[config.mk]
export PLATFORM = sky130hd
export DESIGN_NAME = prio_irq_ctrl
export DESIGN_NICKNAME = d
export VERILOG_FILES = /design/src/rtl/prio_irq_pkg.sv /design/src/rtl/prio_irq_cfg.sv /design/src/rtl/prio_irq_pick.sv /design/src/rtl/prio_irq_svc.sv /design/src/rtl/prio_irq_ctrl.sv
export SDC_FILE = /design/constraint.sdc
export NUM_CORES = 1
export LEC_CHECK = 0
export ABC_AREA = 1
export BUFFER_PORTS_ARGS = -buffer_cell sky130_fd_sc_hd__buf_2
export CORE_MARGIN = 1.5
export CORE_UTILIZATION = 50
export CTS_CLUSTER_DIAMETER = 80
export CTS_CLUSTER_SIZE = 16
export DETAILED_ROUTE_END_ITERATION = 12
export PLACE_DENSITY_LB_ADDON = 0.12
export SLEW_MARGIN = 10
export SYNTH_ARGS = -nofsm -noshare
export SYNTH_HDL_FRONTEND = slang
export SYNTH_SLANG_ARGS = --single-unit
[constraint.sdc]
create_clock -name clk -period 1.8 [get_ports clk]
set_input_delay 0.27 -clock clk [delete_from_list [all_inputs] [get_ports clk]]
set_output_delay 0.27 -clock clk [all_outputs]
set_load 0.01 [all_outputs]
[src/rtl/prio_irq_pkg.sv]
package prio_irq_pkg;
  localparam int unsigned NSRC  = 5;
  localparam int unsigned IDX_W = $clog2(NSRC);
  localparam int unsigned NLVL  = 2;

  localparam int unsigned SRC_EXT0 = 0;
  localparam int unsigned SRC_TMR0 = 1;
  localparam int unsigned SRC_EXT1 = 2;
  localparam int unsigned SRC_TMR1 = 3;
  localparam int unsigned SRC_SER  = 4;

  localparam int unsigned LVL_LO = 0;
  localparam int unsigned LVL_HI = 1;

  typedef logic [NSRC-1:0]  src_vec_t;
  typedef logic [IDX_W-1:0] src_idx_t;
  typedef logic [NLVL-1:0]  lvl_vec_t;

  localparam src_vec_t TIMER_SRCS = src_vec_t'((1 << SRC_TMR0) | (1 << SRC_TMR1));
endpackage

[src/rtl/prio_irq_cfg.sv]
module prio_irq_cfg
  import prio_irq_pkg::*;
#(
  parameter int unsigned REG_W      = 8,
  parameter int unsigned GLOBAL_BIT = 7
) (
  input  logic             clk,
  input  logic             rst_n,
  input  logic             cyc_en,
  input  logic             en_wr,
  input  logic             pri_wr,
  input  logic [REG_W-1:0] wr_data,
  output src_vec_t         src_en,
  output src_vec_t         src_hi
);
  logic     glob_q, glob_d;
  src_vec_t en_q, en_d;
  src_vec_t pri_q, pri_d;
  logic     unused_wr_bits;

  assign unused_wr_bits = ^wr_data[GLOBAL_BIT-1:NSRC];

  always_comb begin
    glob_d = glob_q;
    en_d   = en_q;
    pri_d  = pri_q;
    if (cyc_en && en_wr) begin
      glob_d = wr_data[GLOBAL_BIT];
      en_d   = wr_data[NSRC-1:0];
    end
    if (cyc_en && pri_wr) begin
      pri_d = wr_data[NSRC-1:0];
    end
  end

  always_ff @(posedge clk or negedge rst_n) begin
    if (!rst_n) begin
      glob_q <= 1'b0;
      en_q   <= '0;
      pri_q  <= '0;
    end else begin
      glob_q <= glob_d;
      en_q   <= en_d;
      pri_q  <= pri_d;
    end
  end

  assign src_en = en_q & {NSRC{glob_q}};
  assign src_hi = pri_q;

  // a write with the global bit clear leaves no source enabled
  p_global_off_r2: assert property (@(posedge clk) disable iff (!rst_n)
    (cyc_en && en_wr && !wr_data[GLOBAL_BIT]) |=> (src_en == '0));
endmodule

[src/rtl/prio_irq_pick.sv]
module prio_irq_pick
  import prio_irq_pkg::*;
(
  input  src_vec_t cand,
  output logic     any,
  output src_idx_t idx
);
  always_comb begin
    any = |cand;
    idx = '0;
    for (int i = NSRC - 1; i >= 0; i--) begin
      if (cand[i]) idx = src_idx_t'(i);
    end
  end
endmodule

[src/rtl/prio_irq_svc.sv]
module prio_irq_svc
  import prio_irq_pkg::*;
(
  input  logic     clk,
  input  logic     rst_n,
  input  logic     cyc_en,
  input  logic     reti,
  input  logic     grant,
  input  logic     grant_hi,
  output lvl_vec_t svc
);
  lvl_vec_t svc_q, svc_d;

  always_comb begin
    svc_d = svc_q;
    if (cyc_en) begin
      if (reti) begin
        if (svc_q[LVL_HI]) svc_d[LVL_HI] = 1'b0;
        else               svc_d[LVL_LO] = 1'b0;
      end else if (grant) begin
        if (grant_hi) svc_d[LVL_HI] = 1'b1;
        else          svc_d[LVL_LO] = 1'b1;
      end
    end
  end

  always_ff @(posedge clk or negedge rst_n) begin
    if (!rst_n) svc_q <= '0;
    else        svc_q <= svc_d;
  end

  assign svc = svc_q;

  // release of the high level leaves the low level untouched
  p_reti_hi_first_r6: assert property (@(posedge clk) disable iff (!rst_n)
    (cyc_en && reti && svc_q[LVL_HI]) |=> (!svc_q[LVL_HI] && (svc_q[LVL_LO] == $past(svc_q[LVL_LO]))));

  // release with the high level idle drops the low level
  p_reti_lo_r6: assert property (@(posedge clk) disable iff (!rst_n)
    (cyc_en && reti && !svc_q[LVL_HI]) |=> !svc_q[LVL_LO]);
endmodule

[src/rtl/prio_irq_ctrl.sv]
module prio_irq_ctrl
  import prio_irq_pkg::*;
#(
  parameter int unsigned REG_W      = 8,
  parameter int unsigned GLOBAL_BIT = 7,
  parameter int unsigned ADDR_W     = 16,
  parameter int unsigned VEC_BASE   = 3,
  parameter int unsigned VEC_STRIDE = 8
) (
  input  logic              clk,
  input  logic              rst_n,
  input  logic              cyc_en,
  input  logic              instr_last,
  input  logic              reti,
  input  logic              en_wr,
  input  logic              pri_wr,
  input  logic [REG_W-1:0]  wr_data,
  input  logic [NSRC-2:0]   flag_in,
  input  logic              ser_rx,
  input  logic              ser_tx,
  input  logic [1:0]        ext_edge,
  output logic              vec_req,
  output logic [ADDR_W-1:0] vec_addr,
  output logic [NSRC-1:0]   src_ack,
  output logic [NLVL-1:0]   in_svc
);
  src_vec_t raw_req, snap_q, snap_d;
  src_vec_t src_en, src_hi, elig;
  src_vec_t cand [NLVL];
  logic     lvl_any [NLVL];
  src_idx_t lvl_idx [NLVL];
  lvl_vec_t svc;
  logic     poll_ok, take_hi, take_lo, grant;
  src_idx_t gidx;
  src_vec_t clr_ok, gsel;

  logic              req_q, req_d;
  logic [ADDR_W-1:0] addr_q, addr_d;
  src_vec_t          ack_q, ack_d;

  prio_irq_cfg #(.REG_W(REG_W), .GLOBAL_BIT(GLOBAL_BIT)) u_cfg (
    .clk(clk), .rst_n(rst_n), .cyc_en(cyc_en), .en_wr(en_wr), .pri_wr(pri_wr),
    .wr_data(wr_data), .src_en(src_en), .src_hi(src_hi)
  );

  // flag snapshot, one per machine cycle
  assign raw_req = {ser_rx | ser_tx, flag_in};

  always_comb begin
    snap_d = snap_q;
    if (cyc_en) snap_d = raw_req;
  end

  always_ff @(posedge clk or negedge rst_n) begin
    if (!rst_n) snap_q <= '0;
    else        snap_q <= snap_d;
  end

  // per-level candidate selection
  assign elig         = snap_q & src_en;
  assign cand[LVL_HI] = elig & src_hi;
  assign cand[LVL_LO] = elig & ~src_hi;

  for (genvar g = 0; g < NLVL; g++) begin : g_lvl
    prio_irq_pick u_pick (
      .cand(cand[g]), .any(lvl_any[g]), .idx(lvl_idx[g])
    );
  end

  prio_irq_svc u_svc (
    .clk(clk), .rst_n(rst_n), .cyc_en(cyc_en), .reti(reti),
    .grant(grant), .grant_hi(take_hi), .svc(svc)
  );

  // poll decision
  assign poll_ok = cyc_en && instr_last && !reti && !en_wr && !pri_wr && !svc[LVL_HI];
  assign take_hi = poll_ok && lvl_any[LVL_HI];
  assign take_lo = poll_ok && !lvl_any[LVL_HI] && lvl_any[LVL_LO] && !svc[LVL_LO];
  assign grant   = take_hi || take_lo;
  assign gidx    = take_hi ? lvl_idx[LVL_HI] : lvl_idx[LVL_LO];
  assign gsel    = src_vec_t'(1) << gidx;

  always_comb begin
    clr_ok           = TIMER_SRCS;
    clr_ok[SRC_EXT0] = ext_edge[0];
    clr_ok[SRC_EXT1] = ext_edge[1];
  end

  always_comb begin
    req_d  = grant;
    addr_d = addr_q;
    ack_d  = '0;
    if (grant) begin
      addr_d = ADDR_W'(VEC_BASE + VEC_STRIDE * int'(gidx));
      ack_d  = gsel & clr_ok;
    end
  end

  always_ff @(posedge clk or negedge rst_n) begin
    if (!rst_n) begin
      req_q  <= 1'b0;
      addr_q <= '0;
      ack_q  <= '0;
    end else begin
      req_q  <= req_d;
      addr_q <= addr_d;
      ack_q  <= ack_d;
    end
  end

  assign vec_req  = req_q;
  assign vec_addr = addr_q;
  assign src_ack  = ack_q;
  assign in_svc   = svc;

  // a vector only follows an unblocked poll cycle
  p_unblocked_r7: assert property (@(posedge clk) disable iff (!rst_n)
    vec_req |-> $past(instr_last && !reti && !en_wr && !pri_wr));

  // no vector while the high level was in service
  p_hi_closed_r5: assert property (@(posedge clk) disable iff (!rst_n)
    vec_req |-> !$past(in_svc[LVL_HI]));

  // every vector leaves some level marked in service
  p_svc_marked_r5: assert property (@(posedge clk) disable iff (!rst_n)
    vec_req |-> (in_svc != '0));

  // clear pulse is one-hot, rides on the vector, never hits serial
  p_ack_shape_r9: assert property (@(posedge clk) disable iff (!rst_n)
    $onehot0(src_ack) && ((src_ack == '0) || vec_req) && !src_ack[SRC_SER]);

  // vectors only come from machine cycles
  p_cycle_gate_r10: assert property (@(posedge clk) disable iff (!rst_n)
    vec_req |-> $past(cyc_en));
endmodule

* After elaboration in Yosys (flattened, before gate mapping)
Cells that the tools add are included.
Word-level totals: flip-flop bits (word level) 40, output and inout bits 24
Cells by class: add/subtract/negate cells 1, eq/ne operators 2, shift operators 1, muxes and demuxes 17, bitwise gates (word level) 7, reduce and logical (&&, ||, !) cells 24
Operators with widths (count):
- 3-bit 2-to-1 mux | 11
- 5-bit bitwise AND | 4
- 1-bit logical AND | 11
- 5-bit OR reduction | 2
- 2-bit by 6-bit adder with 7-bit output (first input constant) | 1
- 1-bit zero test | 6
- 5-bit by 4-bit bitwise AND with 5-bit output | 1
- 5-bit 2-to-1 mux | 1
- 5-bit inverter | 1
- 1-bit by 3-bit << shifter with 5-bit output (first input constant) | 1
- 2-bit 2-to-1 mux | 2
- 2-bit inequality test (second input constant) | 2
- 4-bit AND reduction | 1
- 2-bit nonzero test | 2
- 1-bit 2-to-1 mux | 3
- 3-bit AND reduction | 1
- 1-bit logical OR | 1
- 1-bit OR | 1

* Logic depth before layout (Yosys ltp)
depth after elaboration 12, depth in mapped cells 10, gate-level depth less buffers 9

* By module
From an unflattened synthesis, not the netlist that was laid out.
Unflattened totals: cells, all modules 206, area, all modules 1547.7 sq um
Modules (own cells, without submodules):
- prio_irq_ctrl | instances 1, cells an instance 115, area each 884.6 sq um, sequential area each 350.3 sq um
- prio_irq_cfg | instances 1, cells an instance 57, area each 471.7 sq um, sequential area each 275.3 sq um
- prio_irq_svc | instances 1, cells an instance 12, area each 96.3 sq um, sequential area each 50.0 sq um
- prio_irq_pick | instances 2, cells an instance 11, area each 47.5 sq um, sequential area each 0.0 sq um

* Worst setup path before layout
OpenSTA, ideal clock, no wires.
path type register to register, start point reg u_cfg.glob_q, end point reg addr_q[4], in the netlist vec_addr[4], data arrival time 1.267 ns, required time 1.683 ns, slack 0.416 ns, stages on the path, launching flop included 11, buffers on the path 1, period minus slack after synthesis 1.384 ns, cell sequence dfrtp_1 > buf_6 > nand3_4 > nor2_2 > nor2_2 > nand3_2 > nand2_2 > nand2_4 > or2_0 > o21ai_1 > inv_1
Between the ends: word-level cells in the longest chain between the ends 9, elaborated cells between the ends (all ways) 22, classes of those cells 1 x add/sub; 9 x mux; 4 x bitwise; 8 x reduce/logical
RTL lines:
- from (decl) | RTL line prio_irq_cfg.sv:16 | logic glob_q, glob_d;
- from (signal assigned) | RTL line prio_irq_cfg.sv:42 | glob_q <= glob_d;
- 5-bit bitwise AND (*) | RTL line prio_irq_cfg.sv:48 | assign src_en = en_q & {NSRC{glob_q}};
- 5-bit bitwise AND (*) | RTL line prio_irq_ctrl.sv:60 | assign elig = snap_q & src_en;
- 5-bit bitwise AND | RTL line prio_irq_ctrl.sv:61 | assign cand[LVL_HI] = elig & src_hi;
- 5-bit OR reduction | RTL line prio_irq_pick.sv:9 | any = |cand;
- 1-bit zero test | RTL line prio_irq_ctrl.sv:78 | assign take_lo = poll_ok && !lvl_any[LVL_HI] && lvl_any[LVL_LO] && !svc[LVL_LO];
- 1-bit logical AND (3 in series) | RTL line prio_irq_ctrl.sv:78
- 1-bit logical OR (*) | RTL line prio_irq_ctrl.sv:79 | assign grant = take_hi || take_lo;
- named net grant | RTL line prio_irq_ctrl.sv:33 | logic poll_ok, take_hi, take_lo, grant;
- to (signal assigned) | RTL line prio_irq_ctrl.sv:106 | addr_q <= addr_d;
- to (decl) | RTL line prio_irq_ctrl.sv:38 | logic [ADDR_W-1:0] addr_q, addr_d;
The timed path passes the listed nets; every way through them passes the cells marked *. A chain may end at the register's enable or synchronous reset.

* Final worst setup path
Same ends and word-level chain as after synthesis.

==> impl_metrics.yaml <==
routing:
  vias: 1151
  wire_per_inst_um: 11.4
  drtIter0Drc: 17
  drt_pass1_iterations: 4
  antenna_left: 0
  drc_errors: 0
  postRouteWirelength_mm: 2.63
  vias_per_cell: 5.00
final_layout:
  fin_nets: 223
  drive_gt1_share_pct: 29.6
  fin_cells: 230
  fillers: 275
  syn_to_final_growth_pct: 10.7
  num_antenna_cells: 0
timing:
  finalHoldViolCount: 0
  post-route-min-period_ns: 1.57
  max_freq_mhz: 638
  period_share_pct: 87.1
  maxSlewHeadroom_pct: 60.5
  slew_viol_final: 0
  clock_skew_ns: 0.00478
  rsz0062_at_grt: "false"
  fin_setup_tns_ns: 0
  worst_pin_slew_ns: 0.593
  finalSetupViolCount: 0
flow_run:
  maxCapViolations: 0
logic_synthesis:
  async_reset_ff_share_pct: 100
  synth_top_area_share_pct: 46.0
  ys_seq_area_share_pct: 46.0
  synth_common_cells: "37 x nand2_1, 27 x dfrtp_1, 15 x inv_1, 15 x nor2_1, 14 x buf_4"
  synth_ff_type: "dfrtp_1"
  netlist_instances: 167
  synth_seq_cells: 27
  synth_cell_types: 29
  synth_edf_count: 0
  ys_top_cells_by_area: "dfrtp_1 46%, nand2_1 9.5%, buf_4 7.2%"
  yosysTopAreaCell: "dfrtp_1"
  synth_warnings: 0
  synth.avg_cell_area_um2: 8.80
  synth_area_mm2: 0.00147
  synth_most_common_cell: "nand2_1"
setup_path:
  rrSetupSlack_ns: 0.23
  required_ns: 2.03
  start_kind: "flip-flop"
  crit_top_cell: "nor2_2"
  crit_buf_inv: 1
  endpoint_kind: "flip-flop"
  cpMaxStageDelayCell: "dfrtp_2"
  path_max_fanout: 10
  max_stage_delay_ns: 0.54
  criticalPathCategory: "flip-flop to flip-flop"
  cp_top_family: "simple AND/OR/NAND/NOR gates"
  cp.arrival_ns: 1.79
  path_cells: "nand3_4 > nor2_2 > nor2_2 > nand3_2 > nand2_2 > nand2_4 > or2_0 > o21ai_1 > inv_1"
placement:
  dp.cells: 225
  place.gp.congestion: 0.810
  hpwl_mm: 2.08
  io_buffers: 32
global_route:
  overflow: 0
  first_global_vias: 1164
  grt_util_all_layers_pct: 18.9
  antenna_found_initial: 0
  grt_max_degree: 28
  grt_pass1_wl_mm: 4.83
cts:
  cts_tree: "built"
  clk_path_buf_depth: 2
  numCtsBuffers: 3
  insertion_delay_ns: 0.31
  cts_sinks: 27
  cts-root-buf: "clkbuf_4"
  path_clk_slew_ns: 0.14
  htree_levels: 1
power_and_ir_drop:
  powerDensity_mw_per_mm2: 775
  leakagePower_uw: 0.000875
  max-vdd-ir-drop_uv: 615
die:
  die_w_um: 57.2
  fp.dieArea_mm2: 0.00327
  num_rows: 19
  die_h_um: 57.2
  initial_utilization_pct: 52.8
  core_area_mm2: 0.00278
  ioPinCount: 47
outcome:
  status: "complete, no violations"
hold_path:
  hold_path.class: "primary input to flip-flop"
[kinds of logic (layout without fill, tap and decap cells)]
family                 count (synthesis)  in the layout  synth area share (%)
multiplexers                           1              1                 0.767
AO/OA/AOI/OAI                         20             20                  8.86
buffers and inverters                 31             52                  12.0
flip-flops                            27             27                  46.0
other                                  1             12                 0.255
AND/OR/NAND/NOR                       87             87                  32.1
[sequential cells by signal, indices dropped and copies added (netlist names)]
| signal | cells |
|---|---|
| snap_q | 5 |
| src_ack | 4 |
| u_cfg.en_q | 5 |
| u_cfg.glob_q | 1 |
| u_cfg.src_hi | 5 |
| u_svc.svc | 2 |
| vec_addr | 4 |
| vec_req | 1 |
[layer usage]
layer  wire length [um]  track usage (%)  vias up
li1                   -                -      575
met5                  0                0        -
met3                 88             2.04        4
met1               1130             21.4      549
met2               1390             35.1       23
met4                 23             8.97        0
[report_power, final]
group | leakage (uW) | switching (uW) | total (uW) | internal, uW
clock network | 0.0000150 | 166 | 252 | 86.6
registers | 0.000345 | 72.9 | 747 | 674
logic | 0.000515 | 153 | 261 | 107
total | 0.000875 | 392 | 1260 | 869
[final cells by class]
type                    count  area, um2  share of cell area, %
flip-flops and latches     27        677                   41.6
clock buffers               4       26.3                   1.62
inverters                  15       56.3                   3.46
repair buffers             33        170                   10.5
well taps                  31       38.8                   2.38
multi-input cells         120        658                   40.5
[worst register-to-register path, stage by stage (launching register included)]
cell,delay [ns]
dfrtp_2,0.54
nand3_4,0.12
nor2_2,0.05
nor2_2,0.17
nand3_2,0.12
nand2_2,0.09
nand2_4,0.07
or2_0,0.20
o21ai_1,0.07
inv_1,0.05
[worst paths after layout]
| check | start | end | cells past startpoint |
|---|---|---|---|
| max in group asynchronous | rst_n | u_cfg.glob_q | 2 |
| hold reg to reg | vec_addr[3] | vec_addr[3] | 2 |
| setup / recovery | u_cfg.glob_q | vec_addr[4] | 9 |
| hold / removal | reti | u_svc.svc[1] | 2 |
| setup reg to reg | u_cfg.glob_q | vec_addr[4] | 9 |
| min in group asynchronous | rst_n | src_ack[0] | 2 |
[cell usage in the layout, fill, tap and decap left out, drive strengths merged]
cell / Yosys / routed
nor3: 2 / 2
or2: 2 / 2
nand4: 7 / 7
a21oi: 2 / 2
nand2: 41 / 41
mux2: 1 / 1
conb: 1 / 12
clkbuf: 1 / 4
buf: 15 / 32
o21bai: 1 / 1
o21ai: 16 / 16
a31oi: 1 / 1
nor2: 21 / 21
nand3: 13 / 13
dlygate4sd3: 0 / 1
inv: 15 / 15
dfrtp: 27 / 27
nand3b: 1 / 1
[metrics by stage]
stage          area (um2)  util [%]  power (uW)  hold WS (ns)  worst slack [ns]
2_1_floorplan        1510         -         957       -0.0256             0.416
3_3_place_gp         1590      57.1        1010         0.290             0.175
3_5_place_dp         1590      57.1        1020         0.314             0.136
4_1_cts              1630      58.4        1280         0.117             0.109
5_1_grt              1630      58.5        1350         0.113            0.0716
6_report             1630      58.5        1260         0.129             0.232
[timing repair]
item | CTS | global route
hold endpoints to repair | 27 | 0
endpoints found under the setup margin | 0 | 7
buffers inserted | 0 | 0
hold buffers | 1 | 0
gates resized for setup | 0 | 1
Note: power is estimated with default switching activity, not from simulation.
